<file path="config.mk">
export PLATFORM = sky130hd
export DESIGN_NAME = sdh_irq_status_unit
export DESIGN_NICKNAME = d
export VERILOG_FILES = /design/src/rtl/sdh_irq_pkg.sv /design/src/rtl/sdh_ctrl_reg.sv /design/src/rtl/sdh_card_track.sv /design/src/rtl/sdh_raw_status.sv /design/src/rtl/sdh_dma_status.sv /design/src/rtl/sdh_irq_status_unit.sv
export SDC_FILE = /design/constraint.sdc
export NUM_CORES = 1
export LEC_CHECK = 0
export BUFFER_PORTS_ARGS = -buffer_cell sky130_fd_sc_hd__buf_2
export CAP_MARGIN = 20
export CORE_MARGIN = 3
export CORE_UTILIZATION = 45
export DETAILED_ROUTE_END_ITERATION = 8
export PLACE_DENSITY = 0.77
export SLEW_MARGIN = 10
export SYNTH_ARGS = -nofsm -noshare
export SYNTH_HDL_FRONTEND = slang
export SYNTH_SLANG_ARGS = --single-unit
</file>
<file path="constraint.sdc">
create_clock -name clk -period 2.3 [get_ports clk]
set_input_delay 0.46 -clock clk [delete_from_list [all_inputs] [get_ports clk]]
set_output_delay 0.46 -clock clk [all_outputs]
set_load 0.005 [all_outputs]
</file>
<file path="src/rtl/sdh_irq_pkg.sv">
`timescale 1ns/1ps
package sdh_irq_pkg;

  localparam int WORD_W = 32;
  typedef logic [WORD_W-1:0] word_t;

  // word addresses
  localparam int unsigned OFS_CTRL    = 0;
  localparam int unsigned OFS_MASK    = 1;
  localparam int unsigned OFS_PEND    = 2;
  localparam int unsigned OFS_RAW     = 3;
  localparam int unsigned OFS_CARD    = 4;
  localparam int unsigned OFS_DMACTL  = 5;
  localparam int unsigned OFS_DMASTAT = 6;

  typedef enum logic [2:0] {
    SEL_CTRL, SEL_MASK, SEL_PEND, SEL_RAW,
    SEL_CARD, SEL_DMACTL, SEL_DMASTAT, SEL_NONE
  } reg_sel_e;

  // field positions decoded by neighbouring logic
  localparam int BIT_INT_EN    = 4;
  localparam int N_RST_REQ     = 3;
  localparam int BIT_CARD_IN   = 30;
  localparam int BIT_CARD_OUT  = 31;
  localparam int BIT_PRESENT   = 8;
  localparam int BIT_DMA_TX    = 0;
  localparam int BIT_DMA_RX    = 1;
  localparam int BIT_DMA_SUM   = 8;
  localparam int DMA_CLR_W     = 10;

  localparam word_t CTRL_RST_VAL = 32'h0000_0300;
  localparam logic  PRESENT_RST  = 1'b1;
  localparam word_t CARD_MASK    = (word_t'(1) << BIT_CARD_IN) | (word_t'(1) << BIT_CARD_OUT);

  function automatic reg_sel_e f_decode(input logic [7:0] a);
    case (a)
      8'(OFS_CTRL):    f_decode = SEL_CTRL;
      8'(OFS_MASK):    f_decode = SEL_MASK;
      8'(OFS_PEND):    f_decode = SEL_PEND;
      8'(OFS_RAW):     f_decode = SEL_RAW;
      8'(OFS_CARD):    f_decode = SEL_CARD;
      8'(OFS_DMACTL):  f_decode = SEL_DMACTL;
      8'(OFS_DMASTAT): f_decode = SEL_DMASTAT;
      default:         f_decode = SEL_NONE;
    endcase
  endfunction

  // clear first, then set: a set always wins
  function automatic word_t f_set_over_clr(input word_t cur, input word_t setv, input word_t clrv);
    f_set_over_clr = (cur & ~clrv) | setv;
  endfunction

  function automatic logic f_gate_irq(input word_t pend, input logic en);
    f_gate_irq = en & (|pend);
  endfunction

endpackage

</file>
<file path="src/rtl/sdh_ctrl_reg.sv">
`timescale 1ns/1ps
module sdh_ctrl_reg
  import sdh_irq_pkg::*;
#(
  parameter int DW   = WORD_W,
  parameter int NREQ = N_RST_REQ
) (
  input  logic          clk,
  input  logic          rst_n,
  input  logic          wr_i,
  input  logic [DW-1:0] wdata_i,
  output logic [DW-1:0] ctrl_o,
  output logic [NREQ-1:0] req_pulse_o
);
  localparam logic [DW-1:0] REQ_MASK = DW'((64'd1 << NREQ) - 64'd1);

  logic [DW-1:0] ctrl_q;

  always_ff @(posedge clk or negedge rst_n) begin
    if (!rst_n)    ctrl_q <= DW'(CTRL_RST_VAL);
    else if (wr_i) ctrl_q <= wdata_i & ~REQ_MASK;
  end

  for (genvar g = 0; g < NREQ; g++) begin : g_req
    logic pulse_q;
    always_ff @(posedge clk or negedge rst_n) begin
      if (!rst_n) pulse_q <= 1'b0;
      else        pulse_q <= wr_i & wdata_i[g];
    end
    assign req_pulse_o[g] = pulse_q;
  end

  assign ctrl_o = ctrl_q;
endmodule

</file>
<file path="src/rtl/sdh_card_track.sv">
`timescale 1ns/1ps
module sdh_card_track
  import sdh_irq_pkg::*;
#(
  parameter int DW = WORD_W
) (
  input  logic          clk,
  input  logic          rst_n,
  input  logic          ins_i,
  input  logic          rem_i,
  input  logic          present_clr_i,
  output logic [DW-1:0] set_vec_o,
  output logic [DW-1:0] clr_vec_o,
  output logic          present_o
);
  logic ins_eff;
  logic present_q;

  // removal takes priority when both pulses coincide
  assign ins_eff = ins_i & ~rem_i;

  always_comb begin
    set_vec_o = '0;
    clr_vec_o = '0;
    set_vec_o[BIT_CARD_IN]  = ins_eff;
    set_vec_o[BIT_CARD_OUT] = rem_i;
    clr_vec_o[BIT_CARD_IN]  = rem_i;
    clr_vec_o[BIT_CARD_OUT] = ins_eff;
  end

  always_ff @(posedge clk or negedge rst_n) begin
    if (!rst_n)             present_q <= PRESENT_RST;
    else if (rem_i)         present_q <= 1'b0;
    else if (ins_eff)       present_q <= 1'b1;
    else if (present_clr_i) present_q <= 1'b0;
  end

  assign present_o = present_q;
endmodule

</file>
<file path="src/rtl/sdh_raw_status.sv">
`timescale 1ns/1ps
module sdh_raw_status
  import sdh_irq_pkg::*;
#(
  parameter int DW = WORD_W
) (
  input  logic          clk,
  input  logic          rst_n,
  input  logic          mask_wr_i,
  input  logic          clr_wr_i,
  input  logic [DW-1:0] wdata_i,
  input  logic [DW-1:0] hw_set_i,
  input  logic [DW-1:0] hw_clr_i,
  input  logic          int_en_i,
  output logic [DW-1:0] raw_o,
  output logic [DW-1:0] mask_o,
  output logic [DW-1:0] pend_o,
  output logic          irq_o
);
  logic [DW-1:0] raw_q, mask_q, sw_clr, raw_d;

  assign sw_clr = clr_wr_i ? wdata_i : '0;
  assign raw_d  = f_set_over_clr(raw_q, hw_set_i, sw_clr | hw_clr_i);

  always_ff @(posedge clk or negedge rst_n) begin
    if (!rst_n) begin
      raw_q  <= '0;
      mask_q <= '0;
    end else begin
      raw_q <= raw_d;
      if (mask_wr_i) mask_q <= wdata_i;
    end
  end

  assign raw_o  = raw_q;
  assign mask_o = mask_q;
  assign pend_o = raw_q & mask_q;
  assign irq_o  = f_gate_irq(raw_q & mask_q, int_en_i);
endmodule

</file>
<file path="src/rtl/sdh_dma_status.sv">
`timescale 1ns/1ps
module sdh_dma_status
  import sdh_irq_pkg::*;
#(
  parameter int DW   = WORD_W,
  parameter int CLRW = DMA_CLR_W
) (
  input  logic            clk,
  input  logic            rst_n,
  input  logic            tx_i,
  input  logic            rx_i,
  input  logic            ctl_wr_i,
  input  logic [DW-1:0]   ctl_wdata_i,
  input  logic            stat_wr_i,
  input  logic [CLRW-1:0] stat_clr_i,
  output logic [DW-1:0]   ctl_o,
  output logic [DW-1:0]   stat_o
);
  logic [DW-1:0]   ctl_q;
  logic [CLRW-1:0] stat_q, setv, clrv;

  always_comb begin
    setv = '0;
    setv[BIT_DMA_TX]  = tx_i;
    setv[BIT_DMA_RX]  = rx_i;
    setv[BIT_DMA_SUM] = tx_i | rx_i;
  end

  assign clrv = stat_wr_i ? stat_clr_i : '0;

  always_ff @(posedge clk or negedge rst_n) begin
    if (!rst_n) begin
      ctl_q  <= '0;
      stat_q <= '0;
    end else begin
      stat_q <= (stat_q & ~clrv) | setv;
      if (ctl_wr_i) ctl_q <= ctl_wdata_i;
    end
  end

  assign ctl_o  = ctl_q;
  assign stat_o = DW'(stat_q);
endmodule

</file>
<file path="src/rtl/sdh_irq_status_unit.sv">
`timescale 1ns/1ps
module sdh_irq_status_unit
  import sdh_irq_pkg::*;
#(
  parameter int DW = WORD_W,
  parameter int AW = 6
) (
  input  logic          clk,
  input  logic          rst_n,
  input  logic [AW-1:0] reg_addr_i,
  input  logic          reg_wr_i,
  input  logic [DW-1:0] reg_wdata_i,
  output logic [DW-1:0] reg_rdata_o,
  input  logic [DW-1:0] ev_set_i,
  input  logic          card_ins_i,
  input  logic          card_rem_i,
  input  logic          dma_tx_done_i,
  input  logic          dma_rx_done_i,
  output logic          irq_o,
  output logic          soft_rst_o,
  output logic          fifo_rst_o,
  output logic          dma_rst_o
);
  reg_sel_e sel;
  logic w_ctrl_wr, w_mask_wr, w_raw_clr_wr, w_card_wr, w_dmactl_wr, w_dmastat_wr;
  logic [DW-1:0] w_ctrl, w_raw, w_mask, w_pend, w_dma_ctl, w_dma_stat;
  logic [DW-1:0] w_card_set, w_card_clr, w_hw_set, w_card_word;
  logic [N_RST_REQ-1:0] w_req;
  logic w_int_en, w_present;

  assign sel          = f_decode(8'(reg_addr_i));
  assign w_ctrl_wr    = reg_wr_i && (sel == SEL_CTRL);
  assign w_mask_wr    = reg_wr_i && (sel == SEL_MASK);
  assign w_raw_clr_wr = reg_wr_i && ((sel == SEL_PEND) || (sel == SEL_RAW));
  assign w_card_wr    = reg_wr_i && (sel == SEL_CARD);
  assign w_dmactl_wr  = reg_wr_i && (sel == SEL_DMACTL);
  assign w_dmastat_wr = reg_wr_i && (sel == SEL_DMASTAT);

  sdh_ctrl_reg #(.DW(DW), .NREQ(N_RST_REQ)) u_ctrl (
    .clk(clk), .rst_n(rst_n), .wr_i(w_ctrl_wr), .wdata_i(reg_wdata_i),
    .ctrl_o(w_ctrl), .req_pulse_o(w_req)
  );

  assign w_int_en   = w_ctrl[BIT_INT_EN];
  assign soft_rst_o = w_req[0];
  assign fifo_rst_o = w_req[1];
  assign dma_rst_o  = w_req[2];

  sdh_card_track #(.DW(DW)) u_card (
    .clk(clk), .rst_n(rst_n), .ins_i(card_ins_i), .rem_i(card_rem_i),
    .present_clr_i(w_card_wr & reg_wdata_i[BIT_PRESENT]),
    .set_vec_o(w_card_set), .clr_vec_o(w_card_clr), .present_o(w_present)
  );

  // card bits are owned by the card tracker only
  assign w_hw_set = (ev_set_i & ~DW'(CARD_MASK)) | w_card_set;

  sdh_raw_status #(.DW(DW)) u_raw (
    .clk(clk), .rst_n(rst_n), .mask_wr_i(w_mask_wr), .clr_wr_i(w_raw_clr_wr),
    .wdata_i(reg_wdata_i), .hw_set_i(w_hw_set), .hw_clr_i(w_card_clr),
    .int_en_i(w_int_en), .raw_o(w_raw), .mask_o(w_mask), .pend_o(w_pend),
    .irq_o(irq_o)
  );

  sdh_dma_status #(.DW(DW), .CLRW(DMA_CLR_W)) u_dma (
    .clk(clk), .rst_n(rst_n), .tx_i(dma_tx_done_i), .rx_i(dma_rx_done_i),
    .ctl_wr_i(w_dmactl_wr), .ctl_wdata_i(reg_wdata_i),
    .stat_wr_i(w_dmastat_wr), .stat_clr_i(reg_wdata_i[DMA_CLR_W-1:0]),
    .ctl_o(w_dma_ctl), .stat_o(w_dma_stat)
  );

  assign w_card_word = DW'(w_present) << BIT_PRESENT;

  always_comb begin
    case (sel)
      SEL_CTRL:    reg_rdata_o = w_ctrl;
      SEL_MASK:    reg_rdata_o = w_mask;
      SEL_PEND:    reg_rdata_o = w_pend;
      SEL_RAW:     reg_rdata_o = w_raw;
      SEL_CARD:    reg_rdata_o = w_card_word;
      SEL_DMACTL:  reg_rdata_o = w_dma_ctl;
      SEL_DMASTAT: reg_rdata_o = w_dma_stat;
      default:     reg_rdata_o = '0;
    endcase
  end
endmodule

</file>
==> flow_summary.yaml <==
run_status:
  outcome: "completed"
grt:
  grt_max_degree: 58
  grt_pass1_vias: 5273
  grt_util_met1_pct: 30.6
  overflow: 0
  use_met2_pct: 33.5
  met3_usage_pct: 5.27
  grt_pass1_wl_mm: 27.8
  track_usage_pct: 22.2
  antenna_found_initial: 1
  globalRoute.busiestLayer: "met2"
cts:
  clk_pin_slew_worst_paths_ps: 60
  cts.sinks: 139
  clockRootBuffer: "clkbuf_16"
  clockBufferDepth: 2
  numCtsBuffers: 17
  clock_latency_ps: 420
  cts_max_level: 4
  cts_tree: "yes"
critical_path:
  crit_type: "reg -> out"
  cp-start-kind: "register"
  end_kind: "primary output"
  cp_data_arrival_time_ps: 1800
  ff2ff_path_depth: 3
  path_max_fanout: 4
  timing.rr.start: "u_card.present_o$_DFFE_PN1P_"
  rrSetupSlack_ps: 1300
  cp.required_ps: 1840
  rr_endpoint: "u_card.present_o$_DFFE_PN1P_"
power:
  ir_drop_mv: 0.500
  p_leak_nw: 3.76
  p_per_area_nw_per_um2: 790
timing:
  whs_ps: 0.691
  worst_pin_slew_ps: 534
  timing_hold_violations_final: 0
  drv_slew: 0
  slew_headroom_pct: 64.4
  finalSetupViolations: 0
  fmax_mhz: 442
  clock_skew_ps: 0
  min_period_over_period_pct: 98.5
  min_period_ps: 2260
die:
  io_pins: 113
  die_w_um: 127
  die_y_um: 127
  initial_core_util_pct: 46.7
  rows: 43
  coreArea_um2: 14100
  die_area_um2: 16100
synthesis:
  ys_ff_latch: 139
  syn_avg_cell_area_um2: 12.2
  synth_top_area_share_pct: 51.7
  synth_warnings: 0
  netlist_area_um2: 6590
  seq_area_frac_synth_pct: 52.9
  synth_nets: 618
  synth_top_cell_by_area: "dfrtp_1"
  synth.distinct_cells: 38
  synthCells: 541
  ys_top_cells_by_area: "dfrtp_1, mux2_2, o211ai_1"
routing:
  wire_per_inst_um: 20.6
  drt_iter0_drc: 349
  wl_mm: 17.6
  viasPerCell: 6.12
  drcViolationCount: 0
  drt_first_pass_iters: 7
  vias: 5234
  antenna_left: 0
place:
  dp_hpwl_mm: 12.0
  io_buffers: 110
  routabilityCongestion: 0.858
min_path:
  hold_class: "in -> async"
final_layout:
  final_layout_size_suffix_gt1_share_pct: 39.9
  diodes: 0
  mostFrequentLayoutCells: "dfrtp_1, buf_2, mux2_2"
  area.growth.synth_to_final_pct: 24.6
  utilization_pct: 58.2
  fin_nets: 739
  mostFrequentLayoutCell: "dfrtp_1"
run:
  timing.max_cap.violations: 0
[how the worst max path moves through the flow]
stage                                       from               to  slack (ps)  cells past startpoint
finish               u_raw.mask_o[9]$_DFFE_PN0P_            irq_o          40                      4
global route         u_raw.mask_o[1]$_DFFE_PN0P_            irq_o         -20                      4
CTS                 u_raw.mask_o[11]$_DFFE_PN0P_            irq_o           3                      4
detailed placement                 reg_addr_i[3]   reg_rdata_o[0]          20                      6
global placement                   reg_addr_i[3]   reg_rdata_o[2]          20                      6
floorplan                          reg_addr_i[2]  reg_rdata_o[10]         120                      5
[cell type report]
type,count,area (um^2)
clock inverter,7,135
clock buffer,25,495
sequential,139,3480
fill,1171,5890
multi-input combinational,356,2970
timing repair buffer,144,887
inverter,4,15.0
tap,180,225
[synth_stat cells]
library cell  count
and3_1            6
o211ai_1         33
a22o_1           17
nand4_1           6
a21boi_0          7
buf_2             7
dfstp_2           3
or4_1             1
mux2i_1          23
dfrtp_1         136
nand2b_1          1
o21a_1            2
a41o_1            1
a21oi_1          10
o41a_1            1
inv_1             4
nor2b_1           2
nor2_1            4
nor4b_2           1
nand3b_1         10
a31oi_1           2
nor3_1            2
a22oi_1          17
nand3_1          45
mux2_1           12
a221o_1          10
o21ai_0          21
and2_0            2
a31o_2            1
a21o_1           32
clkbuf_1         31
nor4_4            1
buf_1             4
a41oi_1           1
nor3_2            1
mux2_2           81
a32o_1            1
and2_1            2
[per-layer routing]
metal,vias to the layer above,part of all wire [%]
li1,2317,-
met1,2664,44
met2,214,47
met3,37,6.4
met4,2,2.5
met5,-,0.062
[state kept, by name (all words and copies together), names as in the netlist]
name and flops:
u_dma.ctl_o 32, u_raw.raw_o 32, u_raw.mask_o 32, u_ctrl.g_req.pulse_q 3, u_ctrl.ctrl_o 29, u_dma.stat_q 10
u_card.present_o 1
[power breakdown]
part | switching, W | internal [W]
clock | 0.000980 | 0.00192
sequential | 0.000169 | 0.00268
combinational | 0.000354 | 0.000382
[worst max-delay path: stages, from the launching register on]
cell and delay, ps:
dfrtp_1 410, a22oi_1 330, nand4_1 130, o41a_1 370, buf_2 150
[cell families after synthesis]
family	synth area share, %
AOI/OAI and AO/OA	17.4
and+or+nand+nor	7.56
DFF	52.9
muxes	19.4
buffers and inverters	2.75
[timing repair]
action / 4_1_cts / 5_1_grt
hold buffers: 0 / 0
pin swaps: 0 / 1
setup buffers: 0 / 4
setup endpoints to repair: 1 / 9
gates resized for setup: 1 / 8
[per-stage QoR]
step           setup TNS, ps  instances  total power (W)  area, um^2  worst slack, ps
2_1_floorplan              0        541          0.00325        6590              117
3_3_place_gp               0        819          0.00354        7500             16.4
3_5_place_dp               0        819          0.00359        7500             24.1
4_1_cts                    0        851          0.00649        8140             3.31
5_1_grt                -21.0        855          0.00673        8210            -21.0
6_report                   0        855          0.00649        8210             35.0
Note: power is estimated with default switching activity, not from simulation.
